<file path="src/rtl/rst_cause_ctl.sv">
module rst_cause_ctl #(
  parameter int STRETCH = 16,
  parameter int DW      = 8,
  parameter int AW      = 2
) (
  input  logic          clk,
  input  logic          pwr_on,
  input  logic          ext_rst,
  input  logic          clk_lost,
  input  logic          wdog_exp,
  input  logic          cpu_halt,
  input  logic          sw_rst_stb,
  input  logic          wr_en,
  input  logic [AW-1:0] wr_addr,
  input  logic [DW-1:0] wr_data,
  input  logic [AW-1:0] rd_addr,
  output logic [DW-1:0] rd_data,
  output logic          sys_rst
);
  localparam int NC = 6;
  localparam int CW = $clog2(STRETCH + 1);
  localparam logic [AW-1:0] A_CAUSE = AW'(0);
  localparam logic [AW-1:0] A_CTRL  = AW'(1);

  logic [NC-1:0] cause_q;
  logic          halt_en_q;
  logic [CW-1:0] cnt_q;
  logic [NC-1:0] req, pick;
  logic          busy, any_req;
  logic          unused_wr_hi;

  assign req     = {sw_rst_stb, cpu_halt & halt_en_q, wdog_exp, clk_lost, ext_rst, pwr_on};
  assign pick    = req & (~req + 1'b1);
  assign any_req = |req;
  assign busy    = cnt_q != '0;
  assign sys_rst = any_req | busy;
  assign unused_wr_hi = ^wr_data[DW-1:1];

  always_ff @(posedge clk) begin
    if (pwr_on) begin
      cause_q   <= NC'(1);
      halt_en_q <= 1'b1;
      cnt_q     <= CW'(STRETCH);
    end else begin
      if (any_req)   cnt_q <= CW'(STRETCH);
      else if (busy) cnt_q <= cnt_q - 1'b1;
      if (any_req && !busy) cause_q <= pick;
      if (wr_en && wr_addr == A_CTRL) halt_en_q <= wr_data[0];
    end
  end

  always_comb begin
    rd_data = '0;
    case (rd_addr)
      A_CAUSE: rd_data[NC-1:0] = cause_q;
      A_CTRL:  rd_data[0]      = halt_en_q;
      default: rd_data         = '0;
    endcase
  end

  a_r1_onehot: assert property (@(posedge clk) disable iff (pwr_on)
    $countones(cause_q) == 1);
  a_r2_ext_first: assert property (@(posedge clk) disable iff (pwr_on)
    (ext_rst && !busy) |=> cause_q == NC'(2));
  a_r3_hold: assert property (@(posedge clk) disable iff (pwr_on)
    (busy && !pwr_on) |=> $stable(cause_q));
  a_r5_halt_off: assert property (@(posedge clk) disable iff (pwr_on)
    (cpu_halt && !halt_en_q && !ext_rst && !clk_lost && !wdog_exp && !sw_rst_stb && !busy)
      |=> $stable(cause_q) && !busy);
  a_r6_keep_en: assert property (@(posedge clk) disable iff (pwr_on)
    (sw_rst_stb && !(wr_en && wr_addr == A_CTRL)) |=> $stable(halt_en_q));
  a_r7_hold_rst: assert property (@(posedge clk) disable iff (pwr_on)
    any_req |=> sys_rst);
  a_r8_ro: assert property (@(posedge clk) disable iff (pwr_on)
    (wr_en && wr_addr == A_CAUSE && !any_req) |=> $stable(cause_q));
endmodule

</file>
<file path="config.mk">
export PLATFORM = sky130hd
export DESIGN_NAME = rst_cause_ctl
export DESIGN_NICKNAME = d
export VERILOG_FILES = /design/src/rtl/rst_cause_ctl.sv
export SDC_FILE = /design/constraint.sdc
export NUM_CORES = 1
export LEC_CHECK = 0
export ABC_AREA = 0
export BUFFER_PORTS_ARGS = -buffer_cell sky130_fd_sc_hd__buf_2
export CAP_MARGIN = 40
export CELL_PAD_IN_SITES_DETAIL_PLACEMENT = 2
export CELL_PAD_IN_SITES_GLOBAL_PLACEMENT = 2
export CORE_ASPECT_RATIO = 1.2
export CORE_MARGIN = 3
export CORE_UTILIZATION = 26
export DETAILED_ROUTE_END_ITERATION = 6
export PLACE_DENSITY = 0.86
export SYNTH_ARGS = -nofsm -noshare
export SYNTH_HDL_FRONTEND = slang
export SYNTH_SLANG_ARGS = --single-unit
</file>
<file path="constraint.sdc">
create_clock -name clk -period 2.8 [get_ports clk]
set_clock_uncertainty 0.15 [all_clocks]
set_input_delay 0.28 -clock clk [delete_from_list [all_inputs] [get_ports clk]]
set_output_delay 0.28 -clock clk [all_outputs]
set_load 0.02 [all_outputs]
</file>
== Word-level counts from Yosys, hierarchy flattened ==
Cells that the tools add are included.

* Bits in registers: 12
* Memory bits (read-only): 0
* Latch bits: 0
* Input bits: 20
* Memories: 0
* Memory bits (writable): 0

* Equal/unequal tests: 2
* Bitwise logic cells: 4
* $lt $le $gt $ge: 0
* Divide/modulo/power cells: 0
* $mul: 0
* Mux-type cells: 2
* Reduce and logical (&&, ||, !) cells: 6
* Shifts and indexed selects: 0
* Add/subtract/negate cells: 2

{| class="wikitable"
|+ Operators with widths
! kind !! count
|-
| 6-bit by 1-bit adder with 6-bit output, second input constant || 1
|-
| 6-bit AND || 1
|-
| 6-bit NOT || 1
|-
| 6-bit OR reduction || 1
|-
| 5-bit 2-to-1 mux || 1
|-
| 5-bit nonzero test || 1
|-
| 5-bit by 1-bit subtractor with 5-bit output, second input constant || 1
|-
| 2-bit by 1-bit == test with 1-bit output, second input constant || 2
|-
| 1-bit logical AND || 2
|-
| 2-bit zero test || 1
|-
| 1-bit one-hot mux with 2 select lines || 1
|-
| 1-bit AND || 1
|-
| 1-bit zero test || 1
|-
| 1-bit bitwise OR || 1
|}

== Depth between registers and ports, before layout ==
Gate-level depths: netlist of run 1.

* Depth after elaboration: 4
* Mapped depth: 6
* Mapped depth without buffers: 5

== Worst setup path after synthesis of run 1 ==
OpenSTA, ideal clock, no wires.

* Path kind: flip-flop to output port
* Start: reg cnt_q[0]
* End: out sys_rst
* Cell stages (with the launch flop): 5
* Arrival time: 1.241 ns
* Slack: 1.129 ns
* Path through: dfxtp_1 inv_1 ha_1 nor4b_4 nand3_1

* Longest elaborated chain between the ends: 2

{| class="wikitable"
|+ RTL lines
! item !! RTL line !! source
|-
| start, declared || 27 || <nowiki>logic [CW-1:0] cnt_q;</nowiki>
|-
| start signal, assigned || 43 || <nowiki>cnt_q <= CW'(STRETCH);</nowiki>
|-
| start signal, assigned || 45 || <nowiki>if (any_req) cnt_q <= CW'(STRETCH);</nowiki>
|-
| start signal, assigned || 46 || <nowiki>else if (busy) cnt_q <= cnt_q - 1'b1;</nowiki>
|-
| 5-bit nonzero test || 35 || <nowiki>assign busy = cnt_q != '0;</nowiki>
|-
| 1-bit bitwise OR || 36 || <nowiki>assign sys_rst = any_req | busy;</nowiki>
|-
| end, declared || 18 || <nowiki>output logic sys_rst</nowiki>
|}

Every way passes these cells.

== Final worst setup path of run 1 ==
Same ends and word-level chain as after synthesis.

==> results of run 1 <==
## state kept, by name, indices dropped and copies added, names as in the netlist
name       cells
cnt_q          5
cause_q        6
halt_en_q      1
## cell families after synthesis
kind of cell,Yosys count,share of synthesized area (%)
buf+inv,8,6.287
compound gates,11,12.98
fa+ha+maj,1,2.028
flops,12,38.95
mux,2,3.246
xor+xnor,2,2.840
other cells,1,0.6079
simple gates,35,33.06
## cell type report
cell class / instances / area (um2)
flip-flops and latches: 12 / 240.2
inverters: 5 / 18.77
fillers: 277 / 1393
clock buffers: 4 / 36.28
repair buffers: 19 / 95.09
well taps: 30 / 37.54
multi-input cells: 53 / 341.6
## layer usage
metal	vias up	track usage [%]
li1	294	-
met1	286	13.14
met2	19	24.44
met3	2	4.030
met4	0	5.769
met5	-	0
## per-stage QoR
stage	hold WS [ns]	util, %
floorplan	0.1994	-
finish	0.09890	35.59
detailed placement	0.3382	33.91
global placement	0.3160	33.91
global route	0.09504	35.59
CTS	0.09979	35.59
## worst max-delay path, cell delays in order (launching register included)
cell     delay, ns
dfxtp_1       0.33
inv_1         0.09
ha_1          0.23
nor4b_4       0.53
nand3_1       0.13
buf_2         0.19
## worst paths after layout
check / to / slack (ns) / depth (start not counted)
setup reg to reg: cause_q[4]$_SDFFE_PP0P_ / 0.89 / 5
hold / removal: halt_en_q$_SDFFE_PP1P_ / 0.1 / 3
setup / recovery: sys_rst / 0.60 / 5
hold reg to reg: cause_q[4]$_SDFFE_PP0P_ / 0.34 / 2
## cells in the mapped netlist
master,count
a211oi_2,2
a21oi_1,2
a2bb2oi_1,1
a31oi_1,2
and2_1,2
buf_2,1
buf_4,2
conb_1,1
dfxtp_1,12
ha_1,1
inv_1,5
mux2i_1,2
nand2_1,6
nand2b_1,2
nand3_1,3
nand3b_1,4
nand4_1,1
nor2_1,7
nor3_1,7
nor3_2,1
nor4b_4,1
o21ai_0,3
o32ai_1,1
or4b_1,1
xnor2_1,2
## report_power, final
part	total, mW	leakage, nW	internal (mW)	switching, mW
logic	0.0347	0.198	0.0142	0.0205
registers	0.174	0.0970	0.172	0.00196
clock network	0.140	0.0210	0.0790	0.0614
total	0.349	0.316	0.266	0.0839
==> summary.txt, run 1 <==
CTS
  • # resized after CTS: 0
  • Root Driver: clkbuf_4
  • Hold buffers post-CTS: 0
  • Worst-path clk slew: 0.08 ns
  • Setup Buffers After CTS: 0
  • Num CTS Buffers: 3
  • Clock buffer depth: 2
  • Skew-Pair Late Insertion Delay: 0.27 ns
  • Clk sinks: 12
  • TritonCTS clock tree: built
  • H-tree levels: 1

Critical path
  • Data required time of the worst path: 2.37 ns
  • CP Capture Type: primary output
  • Critical R2R Launch: cnt_q[0]$_SDFFE_PP0P_
  • Setup crit start kind: flop
  • CP Class: flop to primary output
  • Worst-path fanout max: 10
  • Critical path arrival: 1.77 ns
  • Start point of the critical path: cnt_q[0]$_SDFFE_PP0P_

Routing
  • Post-route antenna net violation count: 0
  • Number of remaining DRC errors: 0
  • WL/cell: 14.41 um
  • Mean number of vias per cell: between 4 and 5
  • Met3 WL: 93 um
  • DR vias: 601
  • M1 WL: 715 um
  • Met2 wire length: 940 um
  • Drt total wl: about 1800 um
  • DR top layer: met4
  • DR pass1 iterations: 4
  • Drt initial violations: 3

Yosys
  • Yosys reg bits: 12
  • Sequential fraction of the synthesis area: between 30% and 40%
  • Syn Inst Count: 72
  • Leading area contributor after synthesis: dfxtp_1
  • Yosys Warn Count: 0
  • Post-synth top area share: 38.95%
  • Synth top area cells: dfxtp_1 39%, nor3_1 5.7%, nand3b_1 4.9%
  • Distinct cell type count of the synthesized netlist: 25
  • Mapped cell area: 616.8 um2
  • Avg Cell Area, Syn: 8.567 um2

Global routing
  • Initial antenna violation count: 0
  • Vias in the first global route: 665
  • Largest net degree at the start of global routing: 11
  • GRT Util Overall: 13.04%
  • First-pass GRT wire length: 2932 um
  • GRT Residual Overflow: 0

STA
  • Tcrit/Tclk final: around four fifths
  • Final Critical Period: 2.203 ns
  • FMAX: roughly 450 MHz
  • Max Slew Vio Count: 0
  • RSZ-0062 raised after global routing: no
  • Setup ws final: 0.5967 ns
  • Final setup viols: 0
  • Max_slew headroom: 60.47%
  • Worst slew pin tran: 0.5904 ns
  • Hold Fails Final Rpt: 0
  • Final TNS setup: 0 ns

Die
  • Die X: between 50 and 60 um
  • I/O Pins: 29
  • Placement row count: 18
  • Die Height: 59.36 um
  • Core ar.: 2162 um2
  • Total die area: 2995 um2
  • Starting Density: 28.53%

Placed design
  • Gpl congestion: 0.7342
  • Post-Place Cells: roughly 120
  • Placed Area: 733.2 um2
  • Place WS: 0.8759 ns
  • Final HPWL DP: 1400 um
  • I/O Buffers: 19

Layout
  • Final Instance Area: about 770 um2
  • Share of cells above drive strength 1: 29.03%
  • Most common cell after layout, fill and taps aside: buf_2
  • Non-Filler Instances: 123
  • Syn-to-layout area delta: 24.75%
  • Diodes inserted: 0
  • Commonest non-fill, non-tap cells in the layout: 19 x buf_2, 12 x dfxtp_1, 7 x nor3_1, 7 x nor2_1, 6 x nand2_1
  • Nets@finish: 115

Power
  • Pwr dens: 454.1 nW/um2
  • VDD IR max: around 220 uV
  • P_leak: between 0.3 and 0.4 nW
  • Total power: 349.4 uW

Flow run
  • Max-cap violations: 0

Min path
  • Hold WC Path Type: input pin to flop
  • Hold path start: wr_data[0]

Run status
  • Status: finished, final reports clean
Note: power is estimated with default switching activity, not from simulation.
==> inputs of run 2 (changes only) <==
==> config.mk (replaced) <==
export PLATFORM = sky130hd
export DESIGN_NAME = rst_cause_ctl
export DESIGN_NICKNAME = d
export VERILOG_FILES = /design/src/rtl/rst_cause_ctl.sv
export SDC_FILE = /design/constraint.sdc
export NUM_CORES = 1
export LEC_CHECK = 0
export ABC_AREA = 1
export BUFFER_PORTS_ARGS = -buffer_cell sky130_fd_sc_hd__buf_2
export CAP_MARGIN = 40
export CELL_PAD_IN_SITES_DETAIL_PLACEMENT = 2
export CELL_PAD_IN_SITES_GLOBAL_PLACEMENT = 2
export CORE_ASPECT_RATIO = 1.2
export CORE_MARGIN = 3
export CORE_UTILIZATION = 23
export DETAILED_ROUTE_END_ITERATION = 6
export PLACE_DENSITY = 0.8
export SYNTH_ARGS = -nofsm -noshare
export SYNTH_HDL_FRONTEND = slang
export SYNTH_SLANG_ARGS = --single-unit
==> constraint.sdc (replaced) <==
create_clock -name clk -period 2.2 [get_ports clk]
set_clock_uncertainty 0.15 [all_clocks]
set_input_delay 0.22 -clock clk [delete_from_list [all_inputs] [get_ports clk]]
set_output_delay 0.22 -clock clk [all_outputs]
set_load 0.02 [all_outputs]
==> run 2 against run 1 <==
Net effect:
- design area grew 6.2%
- worst setup slack lost 0.18 ns
- flip-flop and latch count is the same
- cell count grew 19%
- largest power group unchanged
- highest routed layer unchanged
- synthesized cell count grew 28%
- global-route usage shrank 3.1 points
==> summary.txt, run 2 <==
Run status
  • Status: finished, final reports clean

Die
  • Total die area: 3548 um2 (+18%)
  • Placement row count: 20 (+2)
  • Die X: 54.88 um (+8.7%)
  • Core ar.: 2628 um2 (+22%)
  • I/O Pins: 29 (unchanged)
  • Die Height: 64.66 um (+8.9%)
  • Starting Density: 25.10% (-3.4 points)

STA
  • Tcrit/Tclk final: about four fifths
  • Max Slew Vio Count: 0 (unchanged)
  • Hold WS: 0.03349 ns (-0.06541 ns)
  • Hold Fails Final Rpt: 0 (unchanged)
  • Final Critical Period: 1.780 ns
  • Final setup viols: 0 (unchanged)
  • Setup ws final: 0.4195 ns (-0.1772 ns)
  • FMAX: 561.6 MHz
  • Final TNS setup: 0 ns (unchanged)
  • RSZ-0062 raised after global routing: no

Critical path
  • Crit path cell chain: inv_1 -> ha_1 -> nand2_2 -> nor2_8 -> nand2_1 -> buf_2
  • Critical path arrival: 1.41 ns (-0.36 ns)
  • Slowest cell on the critical path: dfxtp_1
  • CP Capture Type: primary output
  • Worst-path fanout max: 6 (-4)
  • Setup crit start kind: flop
  • Data required time of the worst path: 1.83 ns (-0.54 ns)
  • CP Class: flop to primary output
  • CP peak stage delay: 0.40 ns (-0.13 ns)

Yosys
  • Yosys Warn Count: 0 (unchanged)
  • Mapped cell area: 659.4 um2 (+6.9%)
  • Sequential fraction of the synthesis area: 36.43% (-2.5 points)
  • Async SR Flop Fraction: 0% (unchanged)
  • Synth top area cells: dfxtp_1 36%, nor2_1 8.0%, inv_1 7.4%
  • Post-synth EDFFs: 0 (unchanged)
  • Top-count cell post-synth: nor2_1
  • Leading area contributor after synthesis: dfxtp_1
  • Syn Inst Count: 92 (+28%)
  • Post-synth top area share: 36.43% (-2.5 points)
  • Top post-synthesis cells by count: 14 x nor2_1, 13 x inv_1, 12 x dfxtp_1, 12 x nand2_1, 8 x nand3_1
  • Yosys reg bits: 12 (unchanged)
  • Distinct cell type count of the synthesized netlist: 24 (-4.0%)
  • Post-synth top flop: dfxtp_1
  • Avg Cell Area, Syn: 7.167 um2 (-16%)

Layout
  • Most common cell after layout, fill and taps aside: buf_2
  • Filler cells: 340 (+23%)
  • Top flop regs: cause_q (6), cnt_q (5), halt_en_q (1)
  • Most flops, register: cause_q
  • Fin util: 31.10% (-4.5 points)
  • Diodes inserted: 0 (unchanged)
  • Largest register FFs: 6 (unchanged)
  • Share of cells above drive strength 1: 35.40% (+6.4 points)
  • Nets@finish: 135 (+17%)
  • Syn-to-layout area delta: 23.91%
  • Commonest non-fill, non-tap cells in the layout: 19 x buf_2, 14 x nor2_1, 13 x inv_1

CTS
  • Num CTS Buffers: 3 (unchanged)
  • Clock buffer depth: 2 (unchanged)
  • Root Driver: clkbuf_4
  • H-tree levels: 1 (unchanged)
  • Skew-Pair Late Insertion Delay: 0.28 ns (about the same)
  • # resized after CTS: 0 (unchanged)
  • Setup Buffers After CTS: 0 (unchanged)
  • Hold buffers post-CTS: 0 (unchanged)
  • Clk sinks: 12 (unchanged)
  • TritonCTS clock tree: built
  • Worst-path clk slew: 0.08 ns (about the same)

Global routing
  • GRT Util Overall: 9.950% (-3.1 points)
  • Vias in the first global route: 679 (+2.1%)
  • Initial antenna violation count: 0 (unchanged)
  • First-pass GRT wire length: 2649 um (-9.7%)
  • Largest net degree at the start of global routing: 8 (-3)
  • GRT Residual Overflow: 0 (unchanged)

Placed design
  • Final HPWL DP: 1308 um (-6.6%)
  • Place WS: 0.7102 ns (-0.1657 ns)
  • Gpl congestion: 0.6845 (-6.8%)
  • I/O Buffers: 19 (unchanged)

Min path
  • Hold WC Path Type: input pin to flop

Power
  • VDD IR max: 182.9 uV (-16%)
  • Total power: 453.7 uW (+30%)
  • P_leak: 0.3873 nW (+23%)
  • Pwr dens: 555.3 nW/um2 (+22%)

Routing
  • DR vias: 629 (+4.7%)
  • Drt initial violations: 3 (unchanged)
  • WL/cell: 10.23 um (-29%)
  • Post-route antenna net violation count: 0 (unchanged)
  • Drt total wl: 1493 um (-16%)
  • DR pass1 iterations: 2 (-2)
  • Number of remaining DRC errors: 0 (unchanged)
  • Mean number of vias per cell: 4.308 (-12%)

Flow run
  • Max-cap violations: 0 (unchanged)
run 2: cell count changes in the layout (fill, tap and decap cells not counted), moves of 4 or more:
cell and delta:
nor2_1 +7, nand3_1 +5, nand2_2 +4, inv_1 +8
nor3_1 -6, inv_2 +4, nand2_1 +6
run 2: cell type report:
type	instances	area, um2	share of cell area, %
repair buffers	19	95.09	11.64
flip-flops and latches	12	240.2	29.40
inverters	17	63.81	7.810
clock buffers	4	36.28	4.441
multi-input cells	61	340.3	41.65
well taps	33	41.29	5.054
run 2: cell families after synthesis:
kind of cell,share of synthesized area [%]
other,0.5687
XOR/XNOR,2.657
buffers and inverters,12.52
AO/OA/AOI/OAI,6.450
flip-flops,36.43
adder cells (fa/ha/maj),1.897
AND/OR/NAND/NOR,39.47
run 2: stage by stage:
stage	area, um2	cells
after floorplan	663.1	93
after global placement	780.7	142
after detailed placement	780.7	142
after CTS	817.0	146
after global routing	817.0	146
final	817.0	146
run 2: worst paths after layout:
kind | start | to | slack [ns] | cells after the start
setup / recovery | cnt_q[0]$_SDFFE_PP0P_ | sys_rst | 0.42 | 6
hold / removal | sw_rst_stb | cause_q[5]$_SDFFE_PP0P_ | 0.03 | 3
hold reg to reg | cause_q[0]$_SDFFE_PP1P_ | cause_q[0]$_SDFFE_PP1P_ | 0.32 | 2
setup reg to reg | cnt_q[0]$_SDFFE_PP0P_ | cause_q[1]$_SDFFE_PP0P_ | 0.78 | 8
run 2: per-layer routing:
| metal | routed length (um) | GRT usage [%] | up-vias | share of wire (%) |
|---|---|---|---|---|
| li1 | - | - | 314 | - |
| met1 | 526 | 9.371 | 301 | 35 |
| met2 | 873 | 19.82 | 12 | 58 |
| met3 | 71 | 2.069 | 2 | 4.8 |
| met4 | 21 | 2.804 | 0 | 1.4 |
| met5 | 0 | 0 | - | 0 |
run 2: power breakdown:
| group | total, mW | internal [mW] | leakage, nW | switching, mW |
|---|---|---|---|---|
| Sequential | 0.222 | 0.220 | 0.0970 | 0.00220 |
| Combinational | 0.0499 | 0.0192 | 0.269 | 0.0307 |
| Clock | 0.182 | 0.101 | 0.0210 | 0.0811 |
run 2: critical path: cells and delay by family, from the launching register on:
family / cells / cell delay, ns
adders and majority gates: 1 / 0.24
buffers and inverters: 2 / 0.22
and+or+nand+nor: 3 / 0.27
DFF: 1 / 0.40
